$ cat src/rtl/pgwalk_pkg.sv
package pgwalk_pkg;

  typedef enum logic [1:0] {
    ST_IDLE      = 2'd0,
    ST_READ_ROOT = 2'd1,
    ST_READ_LEAF = 2'd2,
    ST_DONE      = 2'd3
  } walk_state_e;

  localparam logic LVL_ROOT = 1'b0;
  localparam logic LVL_LEAF = 1'b1;

  localparam int PRESENT_BIT = 0;

endpackage

$ cat src/rtl/pgwalk_pte_dec.sv
module pgwalk_pte_dec #(
  parameter int PTE_W = 32,
  parameter int OFF_W = 12
) (
  input  logic [PTE_W-1:0]       pte_i,
  output logic [PTE_W-OFF_W-1:0] frame_o,
  output logic                   present_o
);
  import pgwalk_pkg::*;

  logic unused_ctl;

  assign frame_o    = pte_i[PTE_W-1:OFF_W];
  assign present_o  = pte_i[PRESENT_BIT];
  // control bits other than present play no part in the walk
  assign unused_ctl = ^pte_i[OFF_W-1:PRESENT_BIT+1];

endmodule

$ cat src/rtl/pgwalk_addr_gen.sv
module pgwalk_addr_gen #(
  parameter int VA_W  = 32,
  parameter int IDX_W = 10,
  parameter int OFF_W = 12,
  parameter int PTE_W = 32
) (
  input  logic                   sel_leaf,
  input  logic [VA_W-1:0]        base_i,
  input  logic [VA_W-1:0]        vaddr_i,
  input  logic [PTE_W-OFF_W-1:0] frame_i,
  output logic [VA_W-3:0]        waddr_o
);
  localparam int LEAF_LO = OFF_W;
  localparam int ROOT_LO = OFF_W + IDX_W;

  logic [VA_W-1:0] root_byte;
  logic [VA_W-1:0] leaf_byte;
  logic [VA_W-1:0] sel_byte;
  logic [1:0]      unused_lo;

  always_comb begin
    root_byte = base_i + (VA_W'(vaddr_i[ROOT_LO +: IDX_W]) << 2);
    leaf_byte = VA_W'({frame_i, {OFF_W{1'b0}}})
              + (VA_W'(vaddr_i[LEAF_LO +: IDX_W]) << 2);
    sel_byte  = sel_leaf ? leaf_byte : root_byte;
  end

  assign waddr_o   = sel_byte[VA_W-1:2];
  assign unused_lo = sel_byte[1:0];

endmodule

$ cat src/rtl/pgwalk_top.sv
module pgwalk_top #(
  parameter int VA_W  = 32,
  parameter int IDX_W = 10,
  parameter int OFF_W = 12,
  parameter int PTE_W = 32
) (
  input  logic             clk,
  input  logic             rst,
  input  logic             req_valid,
  output logic             req_ready,
  input  logic [VA_W-1:0]  req_vaddr,
  input  logic [VA_W-1:0]  root_base,
  output logic             mem_rd_en,
  output logic [VA_W-3:0]  mem_rd_addr,
  input  logic [PTE_W-1:0] mem_rdata,
  output logic             resp_valid,
  input  logic             resp_ready,
  output logic [PTE_W-1:0] resp_paddr,
  output logic             resp_fault,
  output logic             resp_fault_lvl
);
  import pgwalk_pkg::*;

  localparam int MA_W  = VA_W - 2;
  localparam int FRM_W = PTE_W - OFF_W;

  walk_state_e       state_q;
  logic              pend_q;
  logic [VA_W-1:0]   va_q;
  logic              rd_en_q;
  logic [MA_W-1:0]   rd_addr_q;
  logic              rv_q;
  logic [PTE_W-1:0]  pa_q;
  logic              flt_q;
  logic              lvl_q;

  logic [FRM_W-1:0]  ent_frame;
  logic              ent_present;
  logic [VA_W-1:0]   va_src;
  logic [MA_W-1:0]   gen_addr;
  logic              sel_leaf;

  pgwalk_pte_dec #(.PTE_W(PTE_W), .OFF_W(OFF_W)) u_dec (
    .pte_i     (mem_rdata),
    .frame_o   (ent_frame),
    .present_o (ent_present)
  );

  assign sel_leaf = (state_q == ST_READ_ROOT);
  assign va_src   = (state_q == ST_IDLE) ? req_vaddr : va_q;

  pgwalk_addr_gen #(.VA_W(VA_W), .IDX_W(IDX_W), .OFF_W(OFF_W), .PTE_W(PTE_W)) u_agen (
    .sel_leaf (sel_leaf),
    .base_i   (root_base),
    .vaddr_i  (va_src),
    .frame_i  (ent_frame),
    .waddr_o  (gen_addr)
  );

  always_ff @(posedge clk) begin
    if (rst) begin
      state_q   <= ST_IDLE;
      pend_q    <= 1'b0;
      va_q      <= '0;
      rd_en_q   <= 1'b0;
      rd_addr_q <= '0;
      rv_q      <= 1'b0;
      pa_q      <= '0;
      flt_q     <= 1'b0;
      lvl_q     <= LVL_ROOT;
    end else begin
      rd_en_q <= 1'b0;
      case (state_q)
        ST_IDLE: begin
          if (req_valid) begin
            va_q      <= req_vaddr;
            rd_en_q   <= 1'b1;
            rd_addr_q <= gen_addr;
            pend_q    <= 1'b0;
            state_q   <= ST_READ_ROOT;
          end
        end
        ST_READ_ROOT: begin
          if (!pend_q) begin
            pend_q <= 1'b1;
          end else if (!ent_present) begin
            rv_q    <= 1'b1;
            flt_q   <= 1'b1;
            lvl_q   <= LVL_ROOT;
            pa_q    <= '0;
            state_q <= ST_DONE;
          end else begin
            rd_en_q   <= 1'b1;
            rd_addr_q <= gen_addr;
            pend_q    <= 1'b0;
            state_q   <= ST_READ_LEAF;
          end
        end
        ST_READ_LEAF: begin
          if (!pend_q) begin
            pend_q <= 1'b1;
          end else begin
            rv_q    <= 1'b1;
            state_q <= ST_DONE;
            if (!ent_present) begin
              flt_q <= 1'b1;
              lvl_q <= LVL_LEAF;
              pa_q  <= '0;
            end else begin
              flt_q <= 1'b0;
              lvl_q <= LVL_ROOT;
              pa_q  <= {ent_frame, va_q[OFF_W-1:0]};
            end
          end
        end
        default: begin
          if (resp_ready) begin
            rv_q    <= 1'b0;
            state_q <= ST_IDLE;
          end
        end
      endcase
    end
  end

  assign req_ready      = (state_q == ST_IDLE);
  assign mem_rd_en      = rd_en_q;
  assign mem_rd_addr    = rd_addr_q;
  assign resp_valid     = rv_q;
  assign resp_paddr     = pa_q;
  assign resp_fault     = flt_q;
  assign resp_fault_lvl = lvl_q;

  AST_ACCEPT_READ: assert property (@(posedge clk) disable iff (rst)
    (req_valid && req_ready) |=> mem_rd_en);
  AST_RD_PULSE: assert property (@(posedge clk) disable iff (rst)
    mem_rd_en |=> !mem_rd_en);
  AST_NO_READ_WHILE_RESP: assert property (@(posedge clk) disable iff (rst)
    resp_valid |-> !mem_rd_en);
  AST_FAULT_ZERO_PA: assert property (@(posedge clk) disable iff (rst)
    (resp_valid && resp_fault) |-> (resp_paddr == '0));
  AST_BUSY_NOT_READY: assert property (@(posedge clk) disable iff (rst)
    resp_valid |-> !req_ready);
  AST_RESP_HOLD: assert property (@(posedge clk) disable iff (rst)
    (resp_valid && !resp_ready) |=> (resp_valid && $stable(resp_paddr)
      && $stable(resp_fault) && $stable(resp_fault_lvl)));

endmodule

$ cat config.mk
export PLATFORM = sky130hd
export DESIGN_NAME = pgwalk_top
export DESIGN_NICKNAME = d
export VERILOG_FILES = /design/src/rtl/pgwalk_pkg.sv /design/src/rtl/pgwalk_pte_dec.sv /design/src/rtl/pgwalk_addr_gen.sv /design/src/rtl/pgwalk_top.sv
export SDC_FILE = /design/constraint.sdc
export NUM_CORES = 1
export LEC_CHECK = 0
export BUFFER_PORTS_ARGS = -buffer_cell sky130_fd_sc_hd__buf_4
export CAP_MARGIN = 20
export CORE_AREA = 2 2 100 102
export DETAILED_ROUTE_END_ITERATION = 10
export DIE_AREA = 0 0 102 104
export GPL_ROUTABILITY_DRIVEN = 0
export GPL_TIMING_DRIVEN = 0
export HOLD_SLACK_MARGIN = 0.12
export PLACE_DENSITY_LB_ADDON = 0.12
export SYNTH_ARGS = -nofsm -noshare
export SYNTH_HDL_FRONTEND = slang
export SYNTH_SLANG_ARGS = --single-unit
export TNS_END_PERCENT = 20
$ cat constraint.sdc
create_clock -name clk -period 8.6 [get_ports clk]
set_input_delay 1.72 -clock clk [delete_from_list [all_inputs] [get_ports clk]]
set_output_delay 1.72 -clock clk [all_outputs]
set_load 0.05 [all_outputs]
==> flow_summary.toml, run 1 <==
[floorplanning]
io-pin-count = 167
die_h_um = 104
core_sq_mm = 0.009549
dieArea_sq_mm = 0.01061
die_w_um = 102
start_util = 0.5338
rows = 36

[clocking]
clk_latency_ns = 0.39
cts_buffers = 9
cts.path.max_buffers = 2
h-tree-depth = 3
post_cts_resized = 0
root_buffer = "clkbuf_8"
cts_tree = "done"
post_cts_buffers = 0
clk_pin_slew_worst_paths_ns = 0.11
postCtsHoldBufs = 0
cts_sinks = 101

[pwr]
power_density_mw_per_mm2 = 314.2
ir_drop_uv = 166.4
p_leak_uw = 0.002836

[yosys]
yosysUniqueCellTypes = 59
synth-edff-count = 0
syn-cell-area_sq_mm = 0.005097
synth.net_count = 732
ys_ff_latch = 101
ys_warn_count = 0
yosysTopAreaCellShare = 0.3967
avgSynthCellArea_sq_um = 8.275
syn_inst = 616
yosysSeqAreaShare = 0.3967
async_flop_share = 0
ys.flop_type = "dfxtp_1"
synth_top_area_cell = "dfxtp_1"
yosys-top-cells-area = "dfxtp_1 40%, a21oi_1 6.8%, nand2_1 6.7%"

[timing]
finalSetupViolations = 0
clock_skew_ns = 0.01422
relSlewSlack = 0.5420
finalWorstPathRequiredPeriod_ns = 4.106
hold_ws_ns = 0.4595
rsz0062_at_grt = "no"
hold_viol = 0
worstMarginPinSlew_ns = 0.6871
setup_tns_ns = 0
slew_viol_final = 0
fin_crit_sh = 0.4774
timing.fmax_mhz = 243.6

[critical_path]
r2r_start = "state_q[0]"
worstPathRequired_ns = 8.90
crit_arrival_ns = 4.40
worstSetupStartpointType = "flip-flop"
cp-startpoint = "state_q[0]"
path_max_fanout = 10
rrSetupSlack_ns = 4.49
reg2reg_depth = 14
crit-reg2reg-capture = "mem_rd_addr[24]"
crit_path_end_kind = "flip-flop"
setup.worst_path.class = "reg -> reg"

[min_path]
hold_path.class = "reg -> reg"
holdPathStages = 2
min_from = "va_q[13]"
worstHoldEndpoint = "va_q[13]"

[cells_and_area]
num-fill-cells = 822
layout.area.seq_sq_mm = 0.002022
syn_to_final_growth_pct = 29.36
final_util = 0.6905
mostFrequentLayoutCell = "buf_4"
stdcell_count = 917
antenna_cells = 0
multi_input_area_sq_mm = 0.002846
final_nets = 895
fin_area_sq_mm = 0.006594
layout_common_cells = "152 x buf_4, 101 x dfxtp_1, 91 x nand2_1"
layout-drive-gt1-share = 0.2538

[routing]
vias_per_cell = 5.788
ant_nets = 0
wl_um = 15390
drt_iter0_drc = 329
vias = 5308
drt-pass1-iter-count = 5
post-route-drc-count = 0
wl_per_cell_um = 16.78

[global_route]
overflow = 0
grt_pass1_vias = 4974
grt_max_degree = 20
grt_pass1_wl_um = 23870
grt_usage = 0.2853
antenna_found_initial = 0

[place]
portBuffers = 152
dp_cells = 901
dp_hpwl_um = 11960
post_dp_cell_area_sq_mm = 0.006405

[run]
maxCapViolCount = 0

[status]
outcome = "finished, final reports clean"
-- metrics by stage --
step,total power [uW],setup WS (ns)
floorplan,1441,4.808
global placement,1746,4.426
detailed placement,1775,4.374
CTS,2066,4.559
global route,2191,4.251
finish,2072,4.494
-- registers in the layout, summed over array words and instances (netlist names), 2 cells and up --
name	flops
va_q	32
mem_rd_addr	30
state_q	2
resp_paddr	32
-- where the power goes --
part	switching (uW)	total (uW)	internal [uW]
combinational	763	1150	388
clock	183	296	113
sequential	60.4	624	564
total	1010	2070	1070
-- cell usage after synthesis (all sizes together), types with 3 or more instances --
cell and number:
nand3 11, a31oi 4, xor2 13, nand4 3
a21oi 69, a22oi 33, inv 10, nor3 8
and3 18, o31ai 5, mux2 13, nor2 55
clkbuf 37, nand2 92, and2 4, o2111ai 3
nor2b 6, a21o 4, o22ai 9, a211oi 12
o211ai 14, nand2b 4, or4 6, o311ai 6
mux2i 10, o21ai 15, buf 8, or3 5
ha 15, dfxtp 101
-- routing by layer --
| metal | vias to the layer above | part of all wire | GRT usage |
|---|---|---|---|
| li1 | 2550 | - | - |
| met1 | 2479 | 0.41 | 0.3611 |
| met2 | 246 | 0.48 | 0.4868 |
| met3 | 33 | 0.078 | 0.03360 |
| met4 | 0 | 0.028 | 0.1162 |
| met5 | - | 0 | 0 |
-- critical path, stage by stage (launching register included) --
cell	delay (ns)
dfxtp_1	0.38
inv_1	0.11
ha_1	0.20
buf_2	0.24
buf_1	0.56
mux2_2	0.28
ha_1	0.16
inv_1	0.05
fa_1	0.40
nor2b_1	0.21
o31ai_1	0.13
o211ai_1	0.45
o211ai_2	0.27
or4_1	0.46
o211ai_1	0.12
-- kinds of logic after synthesis --
| family | Yosys count | share of synthesized area |
|---|---|---|
| compound gates | 188 | 0.2423 |
| mux | 23 | 0.04836 |
| fa+ha+maj | 16 | 0.04075 |
| xor+xnor | 14 | 0.02406 |
| flops | 101 | 0.3967 |
| buf+inv | 55 | 0.04492 |
| simple gates | 219 | 0.2030 |
-- worst max path at each step --
stage,to,slack (ns),cells past startpoint
floorplan,mem_rd_addr[24],4.81,10
global placement,mem_rd_addr[24],4.43,11
detailed placement,mem_rd_addr[24],4.37,11
CTS,mem_rd_addr[24],4.56,14
global route,mem_rd_addr[24],4.25,14
finish,mem_rd_addr[24],4.49,14
-- layout make-up --
type / instances / area share
inverters: 10 / 0.005693
well taps: 133 / 0.02524
clock inverters: 7 / 0.009867
multi-input cells: 460 / 0.4317
repair buffers: 152 / 0.1731
clock buffers: 9 / 0.01879
plain buffers: 45 / 0.02903
flip-flops and latches: 101 / 0.3066
Note: power is estimated with default switching activity, not from simulation.
==> inputs of run 2 (changes only) <==
Settings changed: CORE_AREA 2 2 100 102 to 2 2 103 105, DIE_AREA 0 0 102 104 to 0 0 105 107.
Clock period 8.6 ns to 3.8 ns, I/O delays scaled along.
==> run 2 against run 1 <==
- sequential share of layout area shrank 0.15 points
- cell count grew 0.55%
- critical path depth shrank 1
- combinational power grew 130%
- power grew 130%
- non-clock buffer count grew 2
- worst hold slack is essentially flat
- die area grew 5.9%
- largest cell class unchanged
- clock skew shrank 0.0030 ns
- sequential power grew 130%
- flip-flop and latch count is the same
- via count grew 0.87%
- critical path type unchanged
==> flow_summary.toml, run 2 (synthesis gave the netlist of run 1 again) <==
[status]
outcome = "finished, final reports clean"

[timing]
setup_tns_ns = 0
hold_viol = 0
worstMarginPinSlew_ns = 0.6585
timing.fmax_mhz = 278.8
finalWorstPathRequiredPeriod_ns = 3.587
slew_viol_final = 0
fin_crit_sh = 0.9440
finalSetupViolations = 0
hold_ws_ns = 0.4596
clock_skew_ns = 0.01122
relSlewSlack = 0.5554
rsz0062_at_grt = "no"

[critical_path]
worstPathRequired_ns = 4.04
cp-startpoint = "state_q[1]"
worstSetupStartpointType = "flip-flop"
slowest_delay_ns = 0.39
crit_arrival_ns = 3.83
r2r_start = "state_q[1]"
crit_slowest_cell = "o311ai_0"
setup.worst_path.class = "reg -> reg"
crit_path_end_kind = "flip-flop"
path_max_fanout = 10
critPathTopFamily = "compound AO/OA/AOI/OAI gates"
crit_chain = "inv_1 -> ha_1 -> buf_2 -> clkbuf_4 -> mux2_2 -> ha_1 -> a21oi_1 -> o21ai_0 -> and2_1 -> buf_2 -> o311ai_0 -> xor2_1 -> o22ai_1"
path_buf_inv = 4

[run]
maxCapViolCount = 0

[floorplanning]
die_h_um = 107
core_sq_mm = 0.01009
dieArea_sq_mm = 0.01124
io-pin-count = 167
rows = 37
start_util = 0.5051
die_w_um = 105

[routing]
drt-pass1-iter-count = 5
wl_um = 15800
wl_per_cell_um = 17.14
ant_nets = 0
vias = 5354
post-route-drc-count = 0
drt_iter0_drc = 296
vias_per_cell = 5.807

[global_route]
overflow = 0
grt_usage = 0.2811
antenna_found_initial = 0
grt_pass1_vias = 5047
grt_max_degree = 19
grt_pass1_wl_um = 25100

[clocking]
cts_sinks = 101
clk_latency_ns = 0.38
postCtsHoldBufs = 0
clk_pin_slew_worst_paths_ns = 0.10
cts_buffers = 9
root_buffer = "clkbuf_8"
h-tree-depth = 3
cts_tree = "done"
cts.path.max_buffers = 2

[cells_and_area]
final_nets = 897
final_util = 0.6566
layout_common_cells = "154 x buf_4, 101 x dfxtp_1, 91 x nand2_1"
syn_to_final_growth_pct = 30.00
antenna_cells = 0
mostFrequentLayoutCell = "buf_4"
layout-drive-gt1-share = 0.2595
fin_area_sq_mm = 0.006626

[pwr]
power_density_mw_per_mm2 = 710.6
ir_drop_uv = 415.1
p_leak_uw = 0.002839

[place]
dp_hpwl_um = 12160
post_dp_cell_area_sq_mm = 0.006409
portBuffers = 152

[min_path]
hold_path.class = "reg -> reg"
min_from = "mem_rd_addr[2]"
## run 2: final cells by class
| type | instances | area, sq um |
|---|---|---|
| plain buffers | 45 | 197.7 |
| clock buffers | 10 | 127.6 |
| clock inverters | 6 | 55.05 |
| fillers | 894 | 3466 |
| inverters | 10 | 37.54 |
| multi-input cells | 460 | 2860 |
| flip-flops and latches | 101 | 2022 |
| well taps | 136 | 170.2 |
| repair buffers | 154 | 1156 |
## run 2: timing repair
item,4_1_cts,5_1_grt
endpoints found under the setup margin,13,14
setup buffers,0,2
pin swaps,0,1
resized for setup,1,6
cloned,0,0
## run 2: power breakdown
part	internal [uW]	total, uW	switching [uW]	leakage (uW)
logic	903	2630	1730	0.00193
clock network	251	657	405	0.0000869
registers	1280	1420	146	0.000825
## run 2: worst min-delay path, cell delays in order, from the launching register on
cell	delay (ns)
dfxtp_1	0.32
nand2_1	0.05
a21oi_1	0.05
## run 2: path summary, 6_finish.rpt
kind	slack, ns	cells past startpoint	endpoint
worst min-delay path	0.46	2	mem_rd_addr[2]
worst max register to register	0.21	13	mem_rd_addr[25]
worst min register to register	0.46	2	mem_rd_addr[2]
worst max-delay path	0.21	13	mem_rd_addr[25]
## run 2: per-stage QoR
stage                     std cells  setup slack (ns)  power, uW
after global routing            922           0.02126       4995
after floorplan                 616            0.1327       3260
after detailed placement        904           -0.1995       4009
final                           922            0.2129       4709
after global placement          904          -0.08891       3958
after CTS                       920           0.05946       4659
## run 2: per-layer routing
| layer | global-route usage | up-vias | routed length, um |
|---|---|---|---|
| li1 | - | 2558 | - |
| met1 | 0.3606 | 2514 | 6624 |
| met2 | 0.4754 | 240 | 7571 |
| met3 | 0.04863 | 42 | 1151 |
| met4 | 0.1038 | 0 | 455 |
| met5 | 0 | - | 0 |
==> inputs of run 3 (changes only) <==
Settings changed: CORE_AREA 2 2 103 105 to 4 4 105 107, DIE_AREA 0 0 105 107 to 0 0 109 111.
==> run 3 against run 2 <==
- via count shrank 0.52%
- flip-flop and latch count is the same
- non-clock buffer count is the same
- first-iteration DRC count grew 10%
- power grew 0.13%
- cell area is essentially flat
- maximum frequency grew 0.13%
==> flow_summary.toml, run 3 (synthesis gave the netlist of run 1 again) <==
[global_route]
grt_pass1_vias = 4984
grt_pass1_wl_um = 24560
grt_usage = 0.2552
overflow = 0
antenna_found_initial = 0
grt_max_degree = 19

[timing]
clock_skew_ns = 0.01020
finalWorstPathRequiredPeriod_ns = 3.583
finalSetupViolations = 0
rsz0062_at_grt = "yes"
relSlewSlack = 0.5701
timing.fmax_mhz = 279.1
worstMarginPinSlew_ns = 0.6368
setup_slack_ns = 0.2175
fin_crit_sh = 0.9428
slew_viol_final = 0
hold_viol = 0

[clocking]
h-tree-depth = 3
clk_latency_ns = 0.37
cts.path.max_buffers = 2
clk_pin_slew_worst_paths_ns = 0.11
cts_buffers = 9
root_buffer = "clkbuf_8"
cts_sinks = 101
cts_tree = "done"
postCtsHoldBufs = 0

[pwr]
ir_drop_uv = 563.0
finalPower_uw = 4715
intPower_uw = 2428
power_density_mw_per_mm2 = 711.9
p_seq_frac = 0.300
combPwrFrac = 0.561
p_leak_uw = 0.002847
p_sw_uw = 2286
switching_share = 0.4849
clkPwrFrac = 0.139

[routing]
post-route-drc-count = 0
wl_per_cell_um = 17.24
vias = 5326
ant_nets = 0
vias_per_cell = 5.777
drt-pass1-iter-count = 5
drt_iter0_drc = 327
wl_um = 15900

[critical_path]
worstPathRequired_ns = 4.11
crit_chain = "inv_1 -> ha_1 -> buf_2 -> buf_2 -> mux2_2 -> ha_1 -> a21o_1 -> nand4_1 -> a211oi_2 -> buf_2 -> o31ai_1 -> or4_1 -> nand3_1"
critPathTopFamily = "buffers and inverters"
path_max_fanout = 10
rrSetupSlack_ns = 0.22
crit_slowest_cell = "or4_1"
crit-reg2reg-capture = "mem_rd_addr[29]"
crit_arrival_ns = 3.90
crit_path_end_kind = "flip-flop"
r2r_start = "state_q[1]"
cpMostUsedCell = "buf_2"
path_buf_inv = 4
worstSetupStartpointType = "flip-flop"
reg2reg_depth = 13
setup.worst_path.class = "reg -> reg"
slowest_delay_ns = 0.48
cp-startpoint = "state_q[1]"

[cells_and_area]
final_util = 0.6532
fin_area_sq_mm = 0.006623
layout-drive-gt1-share = 0.2595
layout_common_cells = "154 x buf_4, 101 x dfxtp_1, 91 x nand2_1"
final_nets = 897
syn_to_final_growth_pct = 29.92
antenna_cells = 0
mostFrequentLayoutCell = "buf_4"

[floorplanning]
io-pin-count = 167
die_h_um = 111
die_w_um = 109
start_util = 0.5028
core_sq_mm = 0.01014
rows = 37
dieArea_sq_mm = 0.01210

[min_path]
min_from = "va_q[13]"
worstHoldEndpoint = "va_q[13]"
holdPathStages = 2
hold_path.class = "reg -> reg"

[place]
post_dp_cell_area_sq_mm = 0.006409
dp_slack_ns = -0.1711
dp_hpwl_um = 12250
portBuffers = 152

[status]
outcome = "finished, final reports clean"

[run]
maxCapViolCount = 0
-- run 3: cell count changes in the layout (fill, tap and decap cells not counted), sizes merged --
cell      delta
clkinvlp     -1
clkbuf       -1
inv          +1
buf          +1
-- run 3: power by group through the flow --
stage          Clock (uW)  Combinational (uW)  Sequential, uW
2_1_floorplan           0                1350            1910
3_3_place_gp            0                2540            1430
3_5_place_dp            0                2590            1440
4_1_cts               663                2600            1410
5_1_grt               711                2850            1440
6_report              653                2650            1420
-- run 3: per-stage QoR --
step / hold slack [ns] / TNS (ns) / std cells
after global routing: 0.4772 / -0.06617 / 922
after floorplan: 0.4318 / 0 / 616
after CTS: 0.4576 / 0 / 920
after detailed placement: 0.4447 / -0.9882 / 904
final: 0.4556 / 0 / 922
after global placement: 0.4378 / -0.3813 / 904
-- run 3: worst max path at each step --
stage                     cells past startpoint  slack, ns         endpoint
after global routing                         13      -0.02  mem_rd_addr[29]
after global placement                       14      -0.09  mem_rd_addr[24]
final                                        13       0.22  mem_rd_addr[29]
after CTS                                    14       0.07  mem_rd_addr[24]
after floorplan                              14       0.13  mem_rd_addr[24]
after detailed placement                     14      -0.17  mem_rd_addr[24]
-- run 3: worst min-delay path, delay by kind of cell (launching register included) --
family           cells  cell delay, ns
flip-flops           1            0.32
AO/OA/AOI/OAI        1            0.05
AND/OR/NAND/NOR      1            0.05
-- run 3: layer usage --
metal	wire length (um)	vias up	global-route usage	part of all wire
met5	0	-	0	0
met4	575	0	0.1120	0.036
met3	1155	37	0.04193	0.073
met2	7507	217	0.4165	0.47
met1	6658	2524	0.3279	0.42
li1	-	2548	-	-
-- run 3: area by class of cell --
| class | instances | area [sq um] |
|---|---|---|
| Clock buffer | 10 | 127.6 |
| Fill cell | 907 | 3516 |
| Tap cell | 136 | 170.2 |
| Sequential cell | 101 | 2022 |
| Multi-Input combinational cell | 460 | 2860 |
| Timing Repair Buffer | 154 | 1156 |
| Buffer | 45 | 195.2 |
| Clock inverter | 6 | 53.80 |
| Inverter | 10 | 37.54 |
-- run 3: what timing repair did --
action                     4_1_cts  5_1_grt
gates resized for setup          1        6
pin swaps                        0        1
buffers inserted                 0        2
setup endpoints to repair       14       16
